**src/rtl/keybank_pkg.sv**
```systemverilog
package keybank_pkg;
  localparam int unsigned ADDR_W    = 4;
  localparam int unsigned DATA_W    = 32;
  localparam int unsigned NUM_WORDS = 4;
  localparam int unsigned AGENT_W   = 5;
  localparam int unsigned NUM_AGENTS = 2 ** AGENT_W;
  localparam logic [DATA_W-1:0] RMASK_RST = 32'h0000_0002;
  localparam logic [DATA_W-1:0] WMASK_RST = 32'h0000_0004;
endpackage

```
**src/rtl/keybank_dec.sv**
```systemverilog
module keybank_dec #(
  parameter int unsigned ADDR_W    = keybank_pkg::ADDR_W,
  parameter int unsigned NUM_WORDS = keybank_pkg::NUM_WORDS
) (
  input  logic [ADDR_W-1:0]    addr_i,
  output logic [NUM_WORDS-1:0] key_sel_o,
  output logic                 rmask_sel_o,
  output logic                 wmask_sel_o,
  output logic                 hit_o
);
  localparam logic [ADDR_W-1:0] RMASK_ADDR = ADDR_W'(NUM_WORDS);
  localparam logic [ADDR_W-1:0] WMASK_ADDR = ADDR_W'(NUM_WORDS + 1);

  for (genvar k = 0; k < NUM_WORDS; k++) begin : g_sel
    assign key_sel_o[k] = (addr_i == ADDR_W'(k));
  end

  assign rmask_sel_o = (addr_i == RMASK_ADDR);
  assign wmask_sel_o = (addr_i == WMASK_ADDR);
  assign hit_o       = (|key_sel_o) | rmask_sel_o | wmask_sel_o;

  always_comb begin
    a_sel_onehot: assert ($onehot0({key_sel_o, rmask_sel_o, wmask_sel_o}));
  end
endmodule

```
**src/rtl/keybank_policy.sv**
```systemverilog
module keybank_policy #(
  parameter int unsigned AGENT_W = keybank_pkg::AGENT_W,
  parameter int unsigned DATA_W  = keybank_pkg::DATA_W,
  parameter logic [DATA_W-1:0] RMASK_RST = keybank_pkg::RMASK_RST,
  parameter logic [DATA_W-1:0] WMASK_RST = keybank_pkg::WMASK_RST
) (
  input  logic               clk_i,
  input  logic               rst_ni,
  input  logic [AGENT_W-1:0] agent_id_i,
  input  logic               we_i,
  input  logic               rmask_sel_i,
  input  logic               wmask_sel_i,
  input  logic [DATA_W-1:0]  wdata_i,
  output logic [DATA_W-1:0]  rmask_o,
  output logic [DATA_W-1:0]  wmask_o,
  output logic               rd_ok_o,
  output logic               wr_ok_o
);
  logic [DATA_W-1:0] rmask_q, wmask_q;

  always_ff @(posedge clk_i or negedge rst_ni) begin
    if (!rst_ni) begin
      rmask_q <= RMASK_RST;
      wmask_q <= WMASK_RST;
    end else if (we_i) begin
      if (rmask_sel_i) rmask_q <= wdata_i;
      if (wmask_sel_i) wmask_q <= wdata_i;
    end
  end

  assign rmask_o = rmask_q;
  assign wmask_o = wmask_q;
  assign rd_ok_o = rmask_q[agent_id_i];
  assign wr_ok_o = wmask_q[agent_id_i];

  // masks move only on an authorized write
  p_mask_guard_r7: assert property (@(posedge clk_i) disable iff (!rst_ni)
    !(we_i && wr_ok_o) |=> $stable(rmask_q) && $stable(wmask_q));
endmodule

```
**src/rtl/keybank_store.sv**
```systemverilog
module keybank_store #(
  parameter int unsigned DATA_W    = keybank_pkg::DATA_W,
  parameter int unsigned NUM_WORDS = keybank_pkg::NUM_WORDS
) (
  input  logic                        clk_i,
  input  logic                        rst_ni,
  input  logic                        we_i,
  input  logic [NUM_WORDS-1:0]        key_sel_i,
  input  logic [DATA_W-1:0]           wdata_i,
  output logic [NUM_WORDS*DATA_W-1:0] key_o
);
  for (genvar k = 0; k < NUM_WORDS; k++) begin : g_word
    logic [DATA_W-1:0] word_q;
    always_ff @(posedge clk_i or negedge rst_ni) begin
      if (!rst_ni)                  word_q <= '0;
      else if (we_i && key_sel_i[k]) word_q <= wdata_i;
    end
    assign key_o[k*DATA_W +: DATA_W] = word_q;
  end
endmodule

```
**src/rtl/keybank_gate.sv**
```systemverilog
module keybank_gate
  import keybank_pkg::*;
(
  input  logic               clk_i,
  input  logic               rst_ni,
  input  logic [ADDR_W-1:0]  addr_i,
  input  logic               wr_en_i,
  input  logic               rd_en_i,
  input  logic [DATA_W-1:0]  wdata_i,
  input  logic [AGENT_W-1:0] agent_id_i,
  output logic [DATA_W-1:0]  rdata_o,
  output logic               deny_o
);
  logic [NUM_WORDS-1:0]        key_sel;
  logic                        rmask_sel, wmask_sel, hit;
  logic [DATA_W-1:0]           rmask, wmask;
  logic                        rd_ok, wr_ok;
  logic [NUM_WORDS*DATA_W-1:0] key;
  logic                        req, grant, wr_grant, rd_grant;
  logic [DATA_W-1:0]           rd_val;
  logic [DATA_W-1:0]           rdata_q;
  logic                        deny_q;

  keybank_dec #(.ADDR_W(ADDR_W), .NUM_WORDS(NUM_WORDS)) u_dec (
    .addr_i      (addr_i),
    .key_sel_o   (key_sel),
    .rmask_sel_o (rmask_sel),
    .wmask_sel_o (wmask_sel),
    .hit_o       (hit)
  );

  // a combined access is all-or-nothing
  assign req      = rd_en_i | wr_en_i;
  assign grant    = req & hit & (~rd_en_i | rd_ok) & (~wr_en_i | wr_ok);
  assign wr_grant = grant & wr_en_i;
  assign rd_grant = grant & rd_en_i;

  keybank_policy #(.AGENT_W(AGENT_W), .DATA_W(DATA_W)) u_policy (
    .clk_i       (clk_i),
    .rst_ni      (rst_ni),
    .agent_id_i  (agent_id_i),
    .we_i        (wr_grant),
    .rmask_sel_i (rmask_sel),
    .wmask_sel_i (wmask_sel),
    .wdata_i     (wdata_i),
    .rmask_o     (rmask),
    .wmask_o     (wmask),
    .rd_ok_o     (rd_ok),
    .wr_ok_o     (wr_ok)
  );

  keybank_store #(.DATA_W(DATA_W), .NUM_WORDS(NUM_WORDS)) u_store (
    .clk_i     (clk_i),
    .rst_ni    (rst_ni),
    .we_i      (wr_grant),
    .key_sel_i (key_sel),
    .wdata_i   (wdata_i),
    .key_o     (key)
  );

  always_comb begin
    rd_val = '0;
    for (int k = 0; k < NUM_WORDS; k++)
      if (key_sel[k]) rd_val = key[k*DATA_W +: DATA_W];
    if (rmask_sel) rd_val = rmask;
    if (wmask_sel) rd_val = wmask;
  end

  always_ff @(posedge clk_i or negedge rst_ni) begin
    if (!rst_ni) begin
      rdata_q <= '0;
      deny_q  <= 1'b0;
    end else begin
      rdata_q <= rd_grant ? rd_val : '0;
      deny_q  <= req & ~grant;
    end
  end

  assign rdata_o = rdata_q;
  assign deny_o  = deny_q;

  p_deny_blank_r5: assert property (@(posedge clk_i) disable iff (!rst_ni)
    deny_o |-> rdata_o == '0);
  p_rd_refused_r4: assert property (@(posedge clk_i) disable iff (!rst_ni)
    rd_en_i && !rmask[agent_id_i] |=> deny_o);
  p_wr_granted_r6: assert property (@(posedge clk_i) disable iff (!rst_ni)
    wr_en_i && hit && wmask[agent_id_i] && (!rd_en_i || rmask[agent_id_i]) |=> !deny_o);
  p_key_hold_r7: assert property (@(posedge clk_i) disable iff (!rst_ni)
    wr_en_i && !wmask[agent_id_i] |=> $stable(key));
  p_unmapped_r8: assert property (@(posedge clk_i) disable iff (!rst_ni)
    req && !hit |=> deny_o && rdata_o == '0 && $stable(key));
  p_pair_cancel_r9: assert property (@(posedge clk_i) disable iff (!rst_ni)
    rd_en_i && wr_en_i && !wmask[agent_id_i] |=> deny_o && $stable(key));
  p_idle_r10: assert property (@(posedge clk_i) disable iff (!rst_ni)
    !req |=> rdata_o == '0 && !deny_o);
endmodule

```
**config.mk**
```make
export PLATFORM = sky130hd
export DESIGN_NAME = keybank_gate
export DESIGN_NICKNAME = d
export VERILOG_FILES = /design/src/rtl/keybank_pkg.sv /design/src/rtl/keybank_dec.sv /design/src/rtl/keybank_policy.sv /design/src/rtl/keybank_store.sv /design/src/rtl/keybank_gate.sv
export SDC_FILE = /design/constraint.sdc
export NUM_CORES = 1
export LEC_CHECK = 0
export ABC_AREA = 1
export BUFFER_PORTS_ARGS = -buffer_cell sky130_fd_sc_hd__buf_2
export CAP_MARGIN = 20
export CORE_ASPECT_RATIO = 0.9
export CORE_MARGIN = 5
export CORE_UTILIZATION = 39
export CTS_BUF_LIST = sky130_fd_sc_hd__clkbuf_16
export DETAILED_ROUTE_END_ITERATION = 8
export GPL_TIMING_DRIVEN = 0
export PLACE_DENSITY = 0.66
export SLEW_MARGIN = 20
export SYNTH_ARGS = -nofsm -noshare
export SYNTH_HDL_FRONTEND = slang
export SYNTH_SLANG_ARGS = --single-unit
```
**constraint.sdc**
```tcl
create_clock -name clk_i -period 2.1 [get_ports clk_i]
set_input_delay 0.42 -clock clk_i [delete_from_list [all_inputs] [get_ports clk_i]]
set_output_delay 0.42 -clock clk_i [all_outputs]
set_load 0.05 [all_outputs]
```
==> results.cfg <==
[final_layout]
nets = 1587
syn2layout_area_growth_pct = 23.7
n_antenna_cell = 0
layout-drive-gt1-share_pct = 14.2
final_core_util_pct = 48.6
nFillCells = 2708

[timing]
final.setup.worst_slack_ps = -58.2
tightest_slew_ps = 930
finClkSkew_ps = 18.6
drv_slew = 0
hold_violations = 0
fin_crit_ps = 2160
fin_hold_ws_ps = 147
max_freq_mhz = 463
maxSlewHeadroom_pct = 37.6
fin_crit_sh_pct = 103
rsz0062_at_grt = true
finalSetupViolCount = 134

[global_routing]
grt_pass1_vias = 9954
overflow = 0
grt_max_degree = 97
grt_util_all_layers_pct = 21.9
grt_pass1_wl_um = 56400
antenna_found_initial = 3

[place]
portBuffers = 74
routabilityCongestion = 0.921
place_hpwl_um = 24400

[yosys]
ys_types = 26
syn_avg_cell_area_um2 = 8.02
ys_seq_area_share_pct = 49.8
ys_async_sr_fraction_pct = 100
postSynthRegisterBits = 225
synth_cells = 1411
synth_ff_type = dfrtp_1
synth_edf_count = 0
yosysTopAreaCell = dfrtp_1
netlist_area_mm2 = 0.0113
netlist_top_cells_area = dfrtp_1, nand2_1, o21bai_1, inv_1, nand3_1
synth_nets = 1456
yosysWarnings = 0
yosysTopAreaCellShare_pct = 49.3

[hold_path]
hold_end = u_policy.wmask_o[2]
hp-class = in -> reg
hold_path_depth = 3
min_from = wdata_i[2]

[worst_setup_path]
slowest_delay_ps = 540
endpoint_kind = register
path_cells = inv_2 -> nand2_1 -> nand3_1 -> nand3_1 -> nand3_1 -> nand2_1 -> nand2_1 -> nand2_2 -> nand4_4 -> buf_12 -> buf_12 -> buf_12 -> o21bai_1 -> nand2_1
reg2regPathDepth = 14
r2r-start = u_policy.wmask_o[2]
path_buf_inv = 4
crit_top_cell = nand2_1
start_kind = register
path_class = reg -> reg
cp.arrival_ps = 2580
crit_slowest_cell = dfstp_2
ff2ff_setup_slack_ps = -60
cp_max_fo = 8
reg2reg_to = u_policy.rmask_o[0]
cp_data_required_time_ps = 2520
path_delay_family = simple AND/OR/NAND/NOR gates

[route]
drt_wl_total_um = 38000
dr.pass1.iters = 7
initialDrtViolationCount = 1219
via_per_inst = 5.36
drcViolationCount = 0
dr_total_vias = 10300
routedWlPerCell_um = 19.7
antenna_left = 0

[cts]
cts_root_buffer = clkbuf_16
clockBufferDepth = 3
cts_buffers = 25
cts_tree = done
clkSlewWorstSetupHoldPaths_ps = 60
clk_latency_ps = 540
htree_levels = 1
cts_sinks = 225

[run_status]
status = finished with violations
violations = negative setup slack

[power]
clock_power_share_pct = 35.9
p_int_mw = 8.06
p_per_area_mw_per_mm2 = 809
power.switching_mw = 3.27
combPwrFrac_pct = 18.8
leakagePower_nw = 6.80
irDropWorstVdd_uv = 749
power_mw = 11.3
swShare_pct = 28.8
p_seq_share_pct = 45.4

[floorplanning]
pin_count = 78
num_rows = 59
dieArea_mm2 = 0.0325
start_util_pct = 39.3
chipWidth_um = 190
core_area_mm2 = 0.0288
fp.dieH_um = 172

[job]
cap_violations = 0
-- layout by cell type, fill, tap and decap left out, types with 7 or more instances in the layout --
cell type  count
o221ai_1      31
buf_4         12
clkbuf_16     43
buf_2         85
o22ai_1       27
buf_6         10
nand2_1      461
buf_12        14
a21oi_1       53
buf_1         17
clkinv_1       7
clkbuf_2       7
clkbuf_1      15
inv_1        203
nor2_1        47
dfrtp_1      223
buf_8          9
nand3_1       57
o21bai_1     187
-- stage by stage --
stage	worst slack (ps)	setup TNS, ps	cells	instance area, µm²
5_1_grt	-191	-22610	1926	14000
2_1_floorplan	51.3	0	1411	11300
3_3_place_gp	-3490	-895820	1851	12100
4_1_cts	-58.0	-553	1900	13100
3_5_place_dp	-1050	-122740	1853	12200
6_report	-58.2	-2790	1926	14000
-- how the worst max path moves through the flow --
stage                         from                            to  slack [ps]  depth (start not counted)
6_report       u_policy.wmask_o[2]           u_policy.rmask_o[0]         -60                         14
3_5_place_dp             addr_i[0]                   rdata_o[25]       -1050                          9
3_3_place_gp                rst_ni                   rdata_o[23]       -3490                          1
5_1_grt        u_policy.wmask_o[2]          u_policy.wmask_o[27]        -190                         13
2_1_floorplan        agent_id_i[0]  u_store.g_word[3].word_q[10]          50                         15
4_1_cts        u_policy.wmask_o[2]          u_policy.wmask_o[27]         -60                         13
-- kinds of logic (layout without fill, tap and decap cells) --
| kind of cell | Yosys count | in the layout | share of synthesized area, % |
|---|---|---|---|
| buffers and inverters | 295 | 443 | 10.3 |
| AOI/OAI and AO/OA | 314 | 314 | 19.8 |
| and+or+nand+nor | 577 | 578 | 20.1 |
| DFF | 225 | 225 | 49.8 |
-- layout make-up --
cell class,instances,area (µm²),share of cell area (%)
clock buffer,25,626,4.47
clock inverter,20,114,0.814
buffer,90,752,5.37
timing repair buffer,105,1000,7.14
tap,366,458,3.27
inverter,203,762,5.44
sequential,225,5630,40.3
multi-input combinational,892,4650,33.2
-- worst min-delay path, delay by kind of cell --
kind	cells	cell delay, ps
simple gates	2	110
buf+inv	1	140
-- metal layers --
metal	global-route usage, %	part of all wire [%]	up-vias
met1	30.0	42	4936
met2	33.8	44	522
met5	0	0.11	-
met3	6.13	9.9	119
li1	-	-	4748
met4	7.04	3.9	6
-- repair_timing --
action                                  CTS  global route
endpoints found under the setup margin  210           223
pin swaps                                 2            84
gates resized for setup                  37           115
gates cloned                              1            19
endpoints found under the hold margin    49             0
buffers inserted                          2             7
hold buffers                              1             0
-- flip-flops by register name, summed over array words and instances (netlist names) --
register / flops
u_policy.rmask_o: 32
u_policy.wmask_o: 32
deny_o: 1
rdata_o: 32
u_store.g_word.word_q: 128
-- power groups by stage --
| stage | Clock (mW) | Sequential (mW) | Combinational, mW |
|---|---|---|---|
| after global routing | 4.29 | 5.19 | 2.37 |
| after floorplan | 0 | 5.21 | 1.26 |
| after CTS | 4.13 | 5.13 | 1.93 |
| final | 4.06 | 5.14 | 2.13 |
| after detailed placement | 0 | 5.21 | 1.89 |
| after global placement | 0 | 5.19 | 1.82 |
-- synth_stat cells, types with 2 or more instances --
library cell / number
nand2_1: 464
dfrtp_1: 223
inv_1: 200
o21bai_1: 192
nand3_1: 57
a21oi_1: 53
buf_2: 47
nor2_1: 47
o221ai_1: 31
o22ai_1: 27
clkbuf_1: 25
buf_1: 19
nor2_2: 6
a2111oi_0: 5
dfstp_2: 2
inv_2: 2
o211ai_1: 2
Power figures use the tool's default switching activity.
